**src/rtl/vreg_seq_pkg.sv**
```systemverilog
package vreg_seq_pkg;
  typedef enum logic [1:0] {
    ST_OFF   = 2'd0,
    ST_DELAY = 2'd1,
    ST_SOFT  = 2'd2,
    ST_RUN   = 2'd3
  } seq_state_e;
endpackage

```
**src/rtl/vreg_phase_decode.sv**
```systemverilog
module vreg_phase_decode #(
  parameter int NUM_PH = 4
) (
  input  logic              strap3_hi,
  input  logic              strap4_hi,
  output logic [NUM_PH-1:0] mask_o
);
  localparam int CNT_W = $clog2(NUM_PH + 1);

  logic [CNT_W-1:0] n_act;

  // top strap removes one phase; both straps remove two
  always_comb begin
    if (strap4_hi && strap3_hi)
      n_act = CNT_W'(NUM_PH - 2);
    else if (strap4_hi)
      n_act = CNT_W'(NUM_PH - 1);
    else
      n_act = CNT_W'(NUM_PH);
  end

  for (genvar g = 0; g < NUM_PH; g++) begin : g_mask
    assign mask_o[g] = (n_act > CNT_W'(g));
  end
endmodule

```
**src/rtl/vreg_window_cmp.sv**
```systemverilog
module vreg_window_cmp #(
  parameter int CODE_W   = 12,
  parameter int UNDER_MV = 225,
  parameter int OVER_MV  = 175
) (
  input  logic [CODE_W-1:0] vout_i,
  input  logic [CODE_W-1:0] vdac_i,
  output logic              in_win_o
);
  localparam int XW = CODE_W + 1;
  localparam logic [XW-1:0] UNDER_X = XW'(UNDER_MV);
  localparam logic [XW-1:0] OVER_X  = XW'(OVER_MV);

  logic [XW-1:0] vout_x, vdac_x;
  logic          low_ok, high_ok;

  assign vout_x  = {1'b0, vout_i};
  assign vdac_x  = {1'b0, vdac_i};
  // widened sums avoid wrap at either end of the code range
  assign low_ok  = (vout_x + UNDER_X) >= vdac_x;
  assign high_ok = vout_x <= (vdac_x + OVER_X);
  assign in_win_o = low_ok && high_ok;
endmodule

```
**src/rtl/vreg_seq_fsm.sv**
```systemverilog
module vreg_seq_fsm
  import vreg_seq_pkg::*;
#(
  parameter int DELAY_CYC = 2200
) (
  input  logic       clk,
  input  logic       rst,
  input  logic       active_i,
  input  logic       ss_done_i,
  output seq_state_e state_o,
  output seq_state_e state_nxt_o,
  output logic       ss_start_o
);
  localparam int CNT_W = (DELAY_CYC > 1) ? $clog2(DELAY_CYC) : 1;
  localparam logic [CNT_W-1:0] CNT_LAST = CNT_W'(DELAY_CYC - 1);

  seq_state_e       state_q, state_d;
  logic [CNT_W-1:0] cnt_q;
  logic             ss_start_q;
  logic             delay_done;

  assign delay_done = (cnt_q == CNT_LAST);

  always_comb begin
    state_d = state_q;
    if (!active_i) begin
      state_d = ST_OFF;
    end else begin
      case (state_q)
        ST_OFF:   state_d = ST_DELAY;
        ST_DELAY: if (delay_done) state_d = ST_SOFT;
        ST_SOFT:  if (ss_done_i) state_d = ST_RUN;
        default:  state_d = ST_RUN;
      endcase
    end
  end

  always_ff @(posedge clk) begin
    if (rst) begin
      state_q    <= ST_OFF;
      cnt_q      <= '0;
      ss_start_q <= 1'b0;
    end else begin
      state_q    <= state_d;
      ss_start_q <= (state_q == ST_DELAY) && (state_d == ST_SOFT);
      if (state_q == ST_DELAY && state_d == ST_DELAY)
        cnt_q <= cnt_q + 1'b1;
      else
        cnt_q <= '0;
    end
  end

  assign state_o     = state_q;
  assign state_nxt_o = state_d;
  assign ss_start_o  = ss_start_q;

  AST_SS_ONE_CYCLE: assert property (@(posedge clk) disable iff (rst)
    ss_start_q |=> !ss_start_q);
  AST_SS_IN_SOFT: assert property (@(posedge clk) disable iff (rst)
    ss_start_q |-> (state_q == ST_SOFT));
  AST_LOSS_TO_OFF: assert property (@(posedge clk) disable iff (rst)
    !active_i |=> (state_q == ST_OFF));
endmodule

```
**src/rtl/vreg_seq_top.sv**
```systemverilog
module vreg_seq_top
  import vreg_seq_pkg::*;
#(
  parameter int CODE_W   = 12,
  parameter int NUM_PH   = 4,
  parameter int CLK_KHZ  = 1000,
  parameter int DELAY_US = 2200,
  parameter int UNDER_MV = 225,
  parameter int OVER_MV  = 175
) (
  input  logic              clk,
  input  logic              rst,
  input  logic              uvlo_ok,
  input  logic              en,
  input  logic              ss_done,
  input  logic [CODE_W-1:0] vout_code,
  input  logic [CODE_W-1:0] vdac_code,
  input  logic              vid_busy,
  input  logic              strap3_hi,
  input  logic              strap4_hi,
  output logic              ready,
  output logic              ss_start,
  output logic [NUM_PH-1:0] pwm_en
);
  localparam int DELAY_CYC = (CLK_KHZ * DELAY_US) / 1000;

  seq_state_e        state, state_nxt;
  logic              active;
  logic              in_win;
  logic [NUM_PH-1:0] ph_mask;
  logic              ready_q;
  logic [NUM_PH-1:0] pwm_q;

  assign active = en && uvlo_ok;

  vreg_seq_fsm #(.DELAY_CYC(DELAY_CYC)) u_fsm (
    .clk        (clk),
    .rst        (rst),
    .active_i   (active),
    .ss_done_i  (ss_done),
    .state_o    (state),
    .state_nxt_o(state_nxt),
    .ss_start_o (ss_start)
  );

  vreg_window_cmp #(
    .CODE_W  (CODE_W),
    .UNDER_MV(UNDER_MV),
    .OVER_MV (OVER_MV)
  ) u_win (
    .vout_i  (vout_code),
    .vdac_i  (vdac_code),
    .in_win_o(in_win)
  );

  vreg_phase_decode #(.NUM_PH(NUM_PH)) u_ph (
    .strap3_hi(strap3_hi),
    .strap4_hi(strap4_hi),
    .mask_o   (ph_mask)
  );

  always_ff @(posedge clk) begin
    if (rst) begin
      ready_q <= 1'b0;
    end else if (state != ST_RUN || !active) begin
      ready_q <= 1'b0;
    end else if (!vid_busy) begin
      ready_q <= in_win;
    end
  end

  always_ff @(posedge clk) begin
    if (rst)
      pwm_q <= '0;
    else if (state_nxt == ST_SOFT || state_nxt == ST_RUN)
      pwm_q <= ph_mask;
    else
      pwm_q <= '0;
  end

  assign ready  = ready_q;
  assign pwm_en = pwm_q;

  AST_PWM_OFF_ON_LOSS: assert property (@(posedge clk) disable iff (rst)
    !active |=> (pwm_en == '0));
  AST_PWM_LOW_PAIR: assert property (@(posedge clk) disable iff (rst)
    (pwm_en != '0) |-> (pwm_en[1:0] == 2'b11));
  AST_READY_RUN_ONLY: assert property (@(posedge clk) disable iff (rst)
    ready |-> (state == ST_RUN));
  AST_READY_OUT_WIN: assert property (@(posedge clk) disable iff (rst)
    (state == ST_RUN && active && !vid_busy && !in_win) |=> !ready);
  AST_READY_VID_HOLD: assert property (@(posedge clk) disable iff (rst)
    (state == ST_RUN && active && vid_busy) |=> $stable(ready));
  AST_READY_DROP_LOSS: assert property (@(posedge clk) disable iff (rst)
    !active |=> !ready);
endmodule

```
**config.mk**
```make
export PLATFORM = sky130hd
export DESIGN_NAME = vreg_seq_top
export DESIGN_NICKNAME = d
export VERILOG_FILES = /design/src/rtl/vreg_seq_pkg.sv /design/src/rtl/vreg_phase_decode.sv /design/src/rtl/vreg_window_cmp.sv /design/src/rtl/vreg_seq_fsm.sv /design/src/rtl/vreg_seq_top.sv
export SDC_FILE = /design/constraint.sdc
export NUM_CORES = 1
export LEC_CHECK = 0
export ABC_CLOCK_PERIOD_IN_PS = 5900
export BUFFER_PORTS_ARGS = -buffer_cell sky130_fd_sc_hd__buf_4
export CAP_MARGIN = 20
export CORE_AREA = 4 4 61 63
export CTS_CLUSTER_SIZE = 12
export DETAILED_ROUTE_END_ITERATION = 10
export DIE_AREA = 0 0 65 67
export GPL_ROUTABILITY_DRIVEN = 0
export PLACE_DENSITY = 0.79
export SYNTH_ARGS = -nofsm -noshare
export SYNTH_HDL_FRONTEND = slang
export SYNTH_SLANG_ARGS = --single-unit
```
**constraint.sdc**
```tcl
create_clock -name clk -period 5.9 [get_ports clk]
set_input_delay 1.18 -clock clk [delete_from_list [all_inputs] [get_ports clk]]
set_output_delay 1.18 -clock clk [all_outputs]
set_load 0.01 [all_outputs]
```
Word level (Yosys, flattened, before mapping) --
Index checks and enable logic that the tools add are counted. W data, S select, Z words.
Word-level totals: input bits 32, output and inout bits 6, register bits 20, logic and storage cells 41
Cells by class: reductions and logical operators 12, eq/ne operators 7, add/subtract/negate cells 3, bitwise logic cells 2, muxes and demuxes 6, order comparisons 6
Operators by type and width (count):
- $add A12 B8 Y13 const B | 2
- $ge A13 B12 Y1 | 1
- $le A12 B13 Y1 | 1
- $add A12 B1 Y12 const B | 1
- $eq A12 B12 Y1 const B | 1
- $eq A2 B2 Y1 const B | 3
- $gt A3 B1 Y1 const B | 2
- $gt A3 B2 Y1 const B | 2
- $mux W2 | 3
- $mux W3 | 2
- $pmux W2 S3 | 1
- $reduce_or A2 Y1 | 3
- $logic_and A1 B1 Y1 | 5
- $eq A2 B1 Y1 const B | 2
- $logic_not A2 Y1 | 1
- $logic_or A1 B1 Y1 | 2
- $ne A2 B2 Y1 const B | 1
- $not A1 Y1 | 2
- $logic_not A1 Y1 | 1

Logic depth before layout (Yosys ltp) --
Gate-level depths: netlist of run 1.
word-level depth 8, mapped depth 12

By module --
From an unflattened synthesis of run 1, not the netlist that was laid out.
Second synthesis, totals: cell total of the unflattened synthesis 222, area, all modules 1834.3 µm²
By module, submodules not included:
- vreg_window_cmp | cells each 127, times used 1, area an instance 932.1 µm²
- vreg_seq_fsm | cells each 76, times used 1, area an instance 709.4 µm²
- vreg_seq_top | cells each 14, times used 1, area an instance 166.4 µm²
- vreg_phase_decode | cells each 5, times used 1, area an instance 26.3 µm²

Least setup slack after synthesis of run 1 --
No wires, ideal clock.
path kind in2reg, start point input vdac_code[0], end point register ready_q, in the netlist ready, cell stages on the path 12, library setup time 0.103 ns, required time 5.797 ns, data arrival time 3.180 ns, setup slack 2.617 ns, cells stage by stage inv_1 ha_1 a31oi_1 nor2_1 nor3_1 xnor2_1 ha_1 a21o_1 a21oi_2 o21ai_1 a211o_1 a2111oi_2
Between the ends: cells in the longest elaborated chain, start to end 3, elaborated cells on any way between the ends 4, those cells by class add/sub (1); order compare (2); reduce/logical (1)
Ends and longest elaborated chain:
- from (decl) | line vreg_seq_top.sv:17 | input logic [CODE_W-1:0] vdac_code,
- $add A12 B8 Y13 | line vreg_window_cmp.sv:21 | assign high_ok = vout_x <= (vdac_x + OVER_X);
- $le A12 B13 Y1 | line vreg_window_cmp.sv:21
- $logic_and A1 B1 Y1 (*) | line vreg_window_cmp.sv:22 | assign in_win_o = low_ok && high_ok;
- to (signal assigned) | line vreg_seq_top.sv:68 | ready_q <= in_win;
- to (decl) | line vreg_seq_top.sv:31 | logic ready_q;
Every way passes the cells marked *; elsewhere a longest branch is shown, timed or not. A chain may end at the register's enable or synchronous reset.

Worst setup path in the final report of run 1 --
Ends and elaborated chain as after synthesis.

==> flow_results.org, run 1 <==
** Setup path
- Critical path startpoint category :: input port
- Worst reg2reg path depth :: 6
- End of the worst register-to-register path :: u_fsm.cnt_q[9]
- Launch point of the worst path :: vdac_code[0]
- Of all nets on the critical path, the largest fanout is 3.
- Worst Path Arrival :: 3.48 ns
- Register-to-register setup slack :: 4.28 ns
- At the worst endpoint, the required time is 6.11 ns.
- Critical Path End Type :: flop
- WS Path Type :: in -> reg
- In this run the worst setup path terminates at ready.
- In this run the critical register-to-register path is launched from u_fsm.cnt_q[0].

** STA
- The clock arrives with approximately 0.0071 ns of skew.
- Post-layout minimum cycle time :: 3.268 ns
- Setup violations remaining at the end of the flow were counted as 0.
- Worst max-slew margin expressed relative to the limit :: 69.94%
- Final worst setup slack :: 2.632 ns
- Setup repair after global routing left no endpoint under its margin.
- At the pin with the least slew margin, the transition time is 0.4500 ns.
- Post-route fraction of the period consumed by the critical path :: 55.38%
- Timing would allow up to 0.3060 GHz.
- The max-slew violation total from the final report came to 0.
- After routing, the total negative slack on setup checks comes to 0 ns.
- The hold violation total from the final report came to 0.

** Detailed routing
- Overall routed net length :: 3.481 mm
- Number of design-rule violations left by the first detailed-router iteration :: 80
- The first detailed-routing pass ran for 4 iterations.
- M1 WL :: ~1.6 mm
- The routed layout has 1,533 vias.
- Routed wirelength normalized by instance count :: 12.00 um
- Post-route DRC :: 0
- Detailed-routed wire length on met2 :: 1.713 mm
- Once detail routing completed, the nets flagged for antenna violations numbered 0.
- Met3 wire length :: 160 um
- Using the TritonRoute via totals, the vias-per-cell ratio works out to 5.286.
- The detailed router used layers up to and including met4.

** Layout
- Relative area change from synthesis to final layout :: 21.84%
- The number of antenna diodes in the final layout is 0.
- Once layout is complete, the utilization of the core stands at 65.00%.
- Number of filler instances in the final layout :: 294
- Nets@finish :: 304
- Registers take 400.4 um^2.
- Summing all multi-input logic gate instances after layout gives 1245 um^2.
- Ratio of cells with drive above 1 in the final layout :: 23.77%

** Clock tree
- CTS max path bufs :: 2
- Clock buffers created by TritonCTS :: 3
- In this run the number of H-tree levels came out at 1.
- Postcts setup bufs :: 0
- For the worst-skew pair, the clock arrives at the later sink with an insertion delay of roughly 0.3 ns.
- Clock Pin Slew Worst Setup and Hold Paths :: 0.11 ns
- The tree built by TritonCTS fans out to 20 sinks.
- The number of hold buffers added after CTS was 0.
- In this run the clock root is driven by a sky130_fd_sc_hd__clkbuf_4.
- Number of gates given a new drive strength after cts :: 0
- TritonCTS clock tree :: built

** Floorplan
- Die area :: between 4000 and 5000 um^2
- The core region is ~3200 um^2.
- The floorplan has 21 rows.
- Starting Density :: 53.35%
- Y dimension of the die :: 67 um
- The floorplan step set the die width to about 65 um.
- I/O Pins :: 38

** Yosys
- Of all cell types, the one taking the most synthesized area is sky130_fd_sc_hd__dfxtp_1.
- For this run, the leading register cell type out of synthesis is sky130_fd_sc_hd__dfxtp_1.
- Sorting the synthesized cells by area gives the leading types as sky130_fd_sc_hd__dfxtp_1 23%, sky130_fd_sc_hd__ha_1 20%, sky130_fd_sc_hd__xnor2_1 11%, sky130_fd_sc_hd__inv_1 3.7%, sky130_fd_sc_hd__xor2_1 3.6%.
- Async SR Flop Fraction :: 0%
- Number of register bits inferred by synthesis :: 20
- Post-synth EDFFs :: 0
- Yosys mapped the design onto 38 distinct sky130hd cell types.
- Netlist Area Pre-Place :: 1724 um^2
- When the netlist entered floorplanning its net count stood at ~260.
- Sequential elements use 23.22% of the synthesized area.
- Post-Synthesis Mean Instance Area :: 8.452 um^2
- Mapped Cells :: around 200
- Top cell type's share of synthesized area :: between 20% and 30%
- Most used standard cell by instance count after synthesis :: sky130_fd_sc_hd__ha_1
- After synthesis, the most frequently instantiated cells are 27 x sky130_fd_sc_hd__ha_1, 22 x sky130_fd_sc_hd__xnor2_1, 20 x sky130_fd_sc_hd__dfxtp_1.
- Yosys printed 0 warnings.

** Pwr
- After layout, the design draws a total of 0.3485 mW.
- P_int :: 0.2563 mW
- In this run switching power makes up 26.46% of total power.
- VDD sags by at most 0.1368 mV.
- Share of total power in sequential cells :: 38.9%
- Power share of the combinational group :: 29.9%
- Share of power burned in the clock network :: between 30% and 40%
- In this run the power spent charging and discharging nets is 0.09222 mW.
- Static leakage power :: 0.9497 nW
- Power per cell area :: 165.9 nW/um^2

** Place
- HPWL after detailed placement :: 2.989 mm
- Post-place setup slack :: 2.292 ns
- Port buffer count :: 37

** Hold path
- Hold crit path type :: reg -> reg
- Along the worst hold path, the cell count comes to 1.

** Job
- Total of max-cap violations :: 0

** Global route
- Global routing finished with a remaining overflow of 0.
- Global-route wire length before repair :: between 5 and 6 mm
- The initial antenna violation count was 0.
- Via count of the first global-routing pass :: approximately 1,500
- Pin count of the biggest net entering global routing :: 13
- For this run, the total global-route usage over all layers was measured as between 10% and 20%.

** Outcome
- The run finished with clean final reports.
==> layout by cell type (no fill, tap or decap), types with 7 or more instances in the layout <==
cell                      instances
sky130_fd_sc_hd__nor2_1          15
sky130_fd_sc_hd__dfxtp_1         20
sky130_fd_sc_hd__xnor2_1         22
sky130_fd_sc_hd__nand2_1         12
sky130_fd_sc_hd__ha_1            27
sky130_fd_sc_hd__a21oi_1          8
sky130_fd_sc_hd__xor2_1           7
sky130_fd_sc_hd__nand3_1         12
sky130_fd_sc_hd__nor2_2           9
sky130_fd_sc_hd__buf_4           37
sky130_fd_sc_hd__inv_1           17
==> cells by family after synthesis <==
family,count (synthesis),synth area share [%]
adders and majority gates,27,19.59
xor gates and xnor gates,29,14.73
DFF,20,23.22
and+or+nand+nor,75,23.66
AOI/OAI and AO/OA,34,14.22
buffers and inverters,19,4.572
==> routing by layer <==
layer / track usage (%) / up-vias
met4: 3.958 / 0
li1: - / 804
met2: 31.03 / 34
met3: 1.518 / 4
met1: 21.34 / 691
met5: 0 / -
==> worst max-delay path, stage by stage <==
cell and delay [ns]:
sky130_fd_sc_hd__buf_4 0.09, sky130_fd_sc_hd__inv_1 0.05, sky130_fd_sc_hd__ha_1 0.24, sky130_fd_sc_hd__a31oi_1 0.16
sky130_fd_sc_hd__nor2_1 0.10, sky130_fd_sc_hd__nor3_1 0.21, sky130_fd_sc_hd__xnor2_1 0.15, sky130_fd_sc_hd__ha_1 0.26
sky130_fd_sc_hd__a21o_1 0.19, sky130_fd_sc_hd__a21oi_2 0.14, sky130_fd_sc_hd__o21ai_1 0.08, sky130_fd_sc_hd__a211o_1 0.29
sky130_fd_sc_hd__a2111oi_2 0.34
==> power by group through the flow <==
stage,registers (mW),logic [mW],clock network [mW]
2_1_floorplan,0.139,0.0658,0
3_3_place_gp,0.139,0.103,0
3_5_place_dp,0.139,0.104,0
4_1_cts,0.136,0.104,0.112
5_1_grt,0.136,0.119,0.117
6_report,0.136,0.104,0.109
==> worst min-delay path by stage <==
stage	start	end
after floorplan	u_fsm.cnt_q[0]	u_fsm.cnt_q[0]
after global placement	u_fsm.cnt_q[0]	u_fsm.cnt_q[0]
after detailed placement	u_fsm.cnt_q[0]	u_fsm.cnt_q[0]
after CTS	u_fsm.cnt_q[0]	u_fsm.cnt_q[0]
after global routing	u_fsm.cnt_q[0]	u_fsm.cnt_q[0]
final	u_fsm.cnt_q[0]	u_fsm.cnt_q[0]
==> per-stage QoR <==
step                hold slack, ns  instance area, um^2  instances
floorplan                   0.4175                 1724        204
global placement            0.4309                 2048        286
detailed placement          0.4424                 2048        286
CTS                         0.4629                 2101        290
global route                0.5024                 2101        290
finish                      0.4540                 2101        290
==> final cells by class <==
class                           count  area share, %
Multi-Input combinational cell    165          59.26
Sequential cell                    20          19.06
Timing Repair Buffer               37          13.22
Inverter                           18          3.216
Tap cell                           46          2.740
Clock inverter                      1          1.429
Clock buffer                        3          1.072
==> flip-flops by register name (all words and copies together) (netlist names) <==
signal            count
pwm_en                4
ready                 1
u_fsm.cnt_q          12
u_fsm.ss_start_o      1
u_fsm.state_o         2
(Power assumes the default switching activity.)
==> inputs of run 2 (changes only) <==
--- a/config.mk
+++ b/config.mk
@@ -5,15 +5,15 @@
 export SDC_FILE = /design/constraint.sdc
 export NUM_CORES = 1
 export LEC_CHECK = 0
-export ABC_CLOCK_PERIOD_IN_PS = 5900
+export ABC_CLOCK_PERIOD_IN_PS = 2900
 export BUFFER_PORTS_ARGS = -buffer_cell sky130_fd_sc_hd__buf_4
 export CAP_MARGIN = 20
-export CORE_AREA = 4 4 61 63
+export CORE_AREA = 4 4 65 67
 export CTS_CLUSTER_SIZE = 12
 export DETAILED_ROUTE_END_ITERATION = 10
-export DIE_AREA = 0 0 65 67
+export DIE_AREA = 0 0 69 71
 export GPL_ROUTABILITY_DRIVEN = 0
-export PLACE_DENSITY = 0.79
+export PLACE_DENSITY = 0.74
 export SYNTH_ARGS = -nofsm -noshare
 export SYNTH_HDL_FRONTEND = slang
 export SYNTH_SLANG_ARGS = --single-unit
==> constraint.sdc (replaced) <==
create_clock -name clk -period 2.9 [get_ports clk]
set_input_delay 0.58 -clock clk [delete_from_list [all_inputs] [get_ports clk]]
set_output_delay 0.58 -clock clk [all_outputs]
set_load 0.01 [all_outputs]
==> flow_results.org, run 2 (synthesis gave the netlist of run 1 again) <==
** Setup path
- Critical path startpoint category :: input port (unchanged)
- WS Path Type :: in -> reg (unchanged)
- The endpoint kind of the worst setup timing path is a flop (unchanged).
- The worst flop-to-flop path startpoint is u_fsm.cnt_q[0] (unchanged).
- The worst endpoint data arrival time is 2.88 ns (was 3.48 ns).
- Register-to-register setup slack :: 1.27 ns (was 4.28 ns)
- The data required time of the worst path is 3.06 ns (was 6.11 ns).
- End of the worst register-to-register path :: u_fsm.cnt_q[7] (was u_fsm.cnt_q[9])
- Maximum fanout along the worst path :: 3 (unchanged)
- The count of cells along the worst register-to-register path was 6 (unchanged).

** Detailed routing
- The routed wirelength normalized by instance count came to 12.23 um (was 12.00 um).
- The vias after detailed routing was 1,563 (was 1,533).
- The first-pass iteration count of the detailed router came to 4 (unchanged).
- Number of design-rule violations left by the first detailed-router iteration :: 52 (was 80)
- The wire length reported by the detailed router came to 3.657 mm (was 3.481 mm).
- Vias per Instance :: 5.227 (was 5.286)
- Detail Route Antenna Nets :: 0 (unchanged)
- The post-route DRC violation count is 0 (unchanged).

** Layout
- The post-synthesis to final-layout area growth came to 25.47% (was 21.84%).
- Commonest non-fill, non-tap cell in the layout :: sky130_fd_sc_hd__buf_4 (unchanged)
- Biggest register :: u_fsm.cnt_q (unchanged)
- Nets@finish :: 311 (was 304)
- The post-route cell area came to 2163 um^2 (was 2101 um^2).
- The share of post-route cells with drive strength above 1 was 26.29% (was 23.77%).
- The number of flip-flops under the largest register name came to 12 (unchanged).
- Most frequent cells in the layout: 44 x sky130_fd_sc_hd__buf_4, 27 x sky130_fd_sc_hd__ha_1, 22 x sky130_fd_sc_hd__xnor2_1 (was 37 x sky130_fd_sc_hd__buf_4, 27 x sky130_fd_sc_hd__ha_1, 22 x sky130_fd_sc_hd__xnor2_1).
- The antenna diode count is 0 (unchanged).

** Clock tree
- CTS max path bufs :: 2 (unchanged)
- The post-CTS setup buffer count is 0 (unchanged).
- Clock latency on the worst-skew pair :: 0.26 ns (was 0.30 ns)
- Clock buffers created by TritonCTS :: 3 (unchanged)
- The clock tree root driver cell is sky130_fd_sc_hd__clkbuf_8 (was sky130_fd_sc_hd__clkbuf_4).
- The clock tree from TritonCTS is built (unchanged).
- Number of clock sinks :: 20 (unchanged)
- Cts hold-fix bufs :: 0 (unchanged)
- The clock-pin transition on the worst setup and hold timing paths is 0.07 ns (was 0.11 ns).
- The H-tree depth reported by CTS is 1 (unchanged).

** Global route
- The remaining global-route overflow is 0 (unchanged).
- The global-route wire length before repair is 6.465 mm (was 5.968 mm).
- The largest net degree at the start of global routing is 13 (unchanged).
- The initial antenna violation count is 0 (unchanged).
- The overall fraction of global-route tracks in use came to 15.53% (was 16.97%).
- Via count of the first global-routing pass :: 1,580 (was 1,461)

** STA
- Dividing the final minimum period by the clock period gives a little over nine tenths.
- RSZ-0062 raised after global routing: no (unchanged).
- The hold violation total from the final report came to 0 (unchanged).
- The relative max-transition margin came to 72.27% (was 69.94%).
- Clock skew after layout :: 0.001377 ns (was 0.007120 ns)
- F_max :: 0.3678 GHz
- The pin slew with the least headroom to its limit is 0.4152 ns (was 0.4500 ns).
- The total negative setup slack was 0 ns (unchanged).
- The clock period could shrink to 2.719 ns.
- The final count of negative-setup-slack endpoints was 0 (unchanged).
- The max-slew violation total from the final report was 0 (unchanged).

** Floorplan
- The height of the die is 71 um (was 67 um).
- The x dimension of the die is 69 um (was 65 um).
- The core region area was 3633 um^2 (was 3232 um^2).
- The I/O pin total was 38 (unchanged).
- The die footprint came to 4899 um^2 (was 4355 um^2).
- Placement Rows :: 22 (was 21)
- The initial core utilization came to 47.45% (was 53.35%).

** Job
- The max capacitance violation total was 0 (unchanged).

** Outcome
- Outcome :: finished clean (unchanged)

** Pwr
- The leakage power of the design came to 0.9861 nW (was 0.9497 nW).
- The maximum VDD drop is 0.4176 mV (was 0.1368 mV).
- Power per cell area :: 327.1 nW/um^2 (was 165.9 nW/um^2)

** Hold path
- Cell count of the worst hold path :: 1 (unchanged)
- The origin of the worst min-delay path is u_fsm.cnt_q[0] (unchanged).
- The endpoint of the worst hold-timing path is u_fsm.cnt_q[0] (unchanged).
- Hold crit path type :: reg -> reg (unchanged)

** Place
- Total cell area at the placement stage :: 2103 um^2 (was 2048 um^2)
- HPWL after detailed placement :: 3.167 mm (was 2.989 mm)
- Port buffer count :: 37 (unchanged)
[run 2: changes by cell type in the layout (fill, tap and decap cells not counted)]
cell and change:
sky130_fd_sc_hd__buf_4 +7, sky130_fd_sc_hd__clkbuf_8 +4, sky130_fd_sc_hd__clkbuf_4 -3, sky130_fd_sc_hd__bufinv_16 -1
sky130_fd_sc_hd__nor3_1 -1, sky130_fd_sc_hd__nor3_2 +1
[run 2: final cells by class]
| type | count | area (um^2) |
|---|---|---|
| Clock buffer | 4 | 55.05 |
| Fill cell | 352 | 1470 |
| Inverter | 18 | 67.56 |
| Multi-Input combinational cell | 165 | 1250 |
| Sequential cell | 20 | 400.4 |
| Tap cell | 48 | 60.06 |
| Timing Repair Buffer | 44 | 330.3 |
[run 2: how the worst max path moves through the flow]
stage	from	to	slack, ns	cells after the start
after detailed placement	vdac_code[2]	ready	-0.08	12
after floorplan	vdac_code[0]	ready	0.22	12
after CTS	vdac_code[2]	ready	0.18	12
after global placement	vdac_code[2]	ready	-0.07	12
final	vdac_code[0]	ready	0.18	13
after global routing	vdac_code[0]	ready	0.03	13
[run 2: power breakdown]
| group | switching (mW) | internal (mW) | leakage, nW | total [mW] |
|---|---|---|---|---|
| sequential | 0.000590 | 0.275 | 0.161 | 0.276 |
| combinational | 0.110 | 0.114 | 0.796 | 0.223 |
| clock | 0.0876 | 0.121 | 0.0288 | 0.208 |
| total | 0.198 | 0.510 | 0.986 | 0.708 |
[run 2: repair_timing]
action,in CTS,in global routing
resized for setup,0,1
setup endpoints to repair,0,1
endpoints found under the hold margin,0,0
[run 2: stage by stage]
step	worst slack [ns]	hold slack [ns]	power [mW]	utilization, %	cells
after floorplan	0.2166	0.4175	0.4159	-	204
after CTS	0.1823	0.4490	0.7143	59.40	299
after global placement	-0.07136	0.4301	0.5007	57.89	295
after global routing	0.03265	0.4643	0.7541	59.54	299
after detailed placement	-0.08020	0.4377	0.5050	57.89	295
final	0.1808	0.4468	0.7077	59.54	299
[run 2: metal layers]
metal | track usage, % | wire length [um] | part of all wire [%]
met2 | 28.39 | 1740 | 48
met3 | 3.267 | 184 | 5.0
met1 | 18.43 | 1694 | 46
met5 | 0 | 0 | 0
met4 | 3.905 | 38 | 1.0
[run 2: critical path: stages]
cell and delay [ns]:
sky130_fd_sc_hd__buf_4 0.10, sky130_fd_sc_hd__inv_1 0.05, sky130_fd_sc_hd__ha_1 0.21, sky130_fd_sc_hd__a31oi_1 0.17, sky130_fd_sc_hd__nor2_1 0.09, sky130_fd_sc_hd__nor3_1 0.21
sky130_fd_sc_hd__xnor2_1 0.15, sky130_fd_sc_hd__ha_1 0.26, sky130_fd_sc_hd__a21o_1 0.19, sky130_fd_sc_hd__a21oi_2 0.15, sky130_fd_sc_hd__o21ai_1 0.08, sky130_fd_sc_hd__a211o_1 0.29
sky130_fd_sc_hd__a2111oi_2 0.34
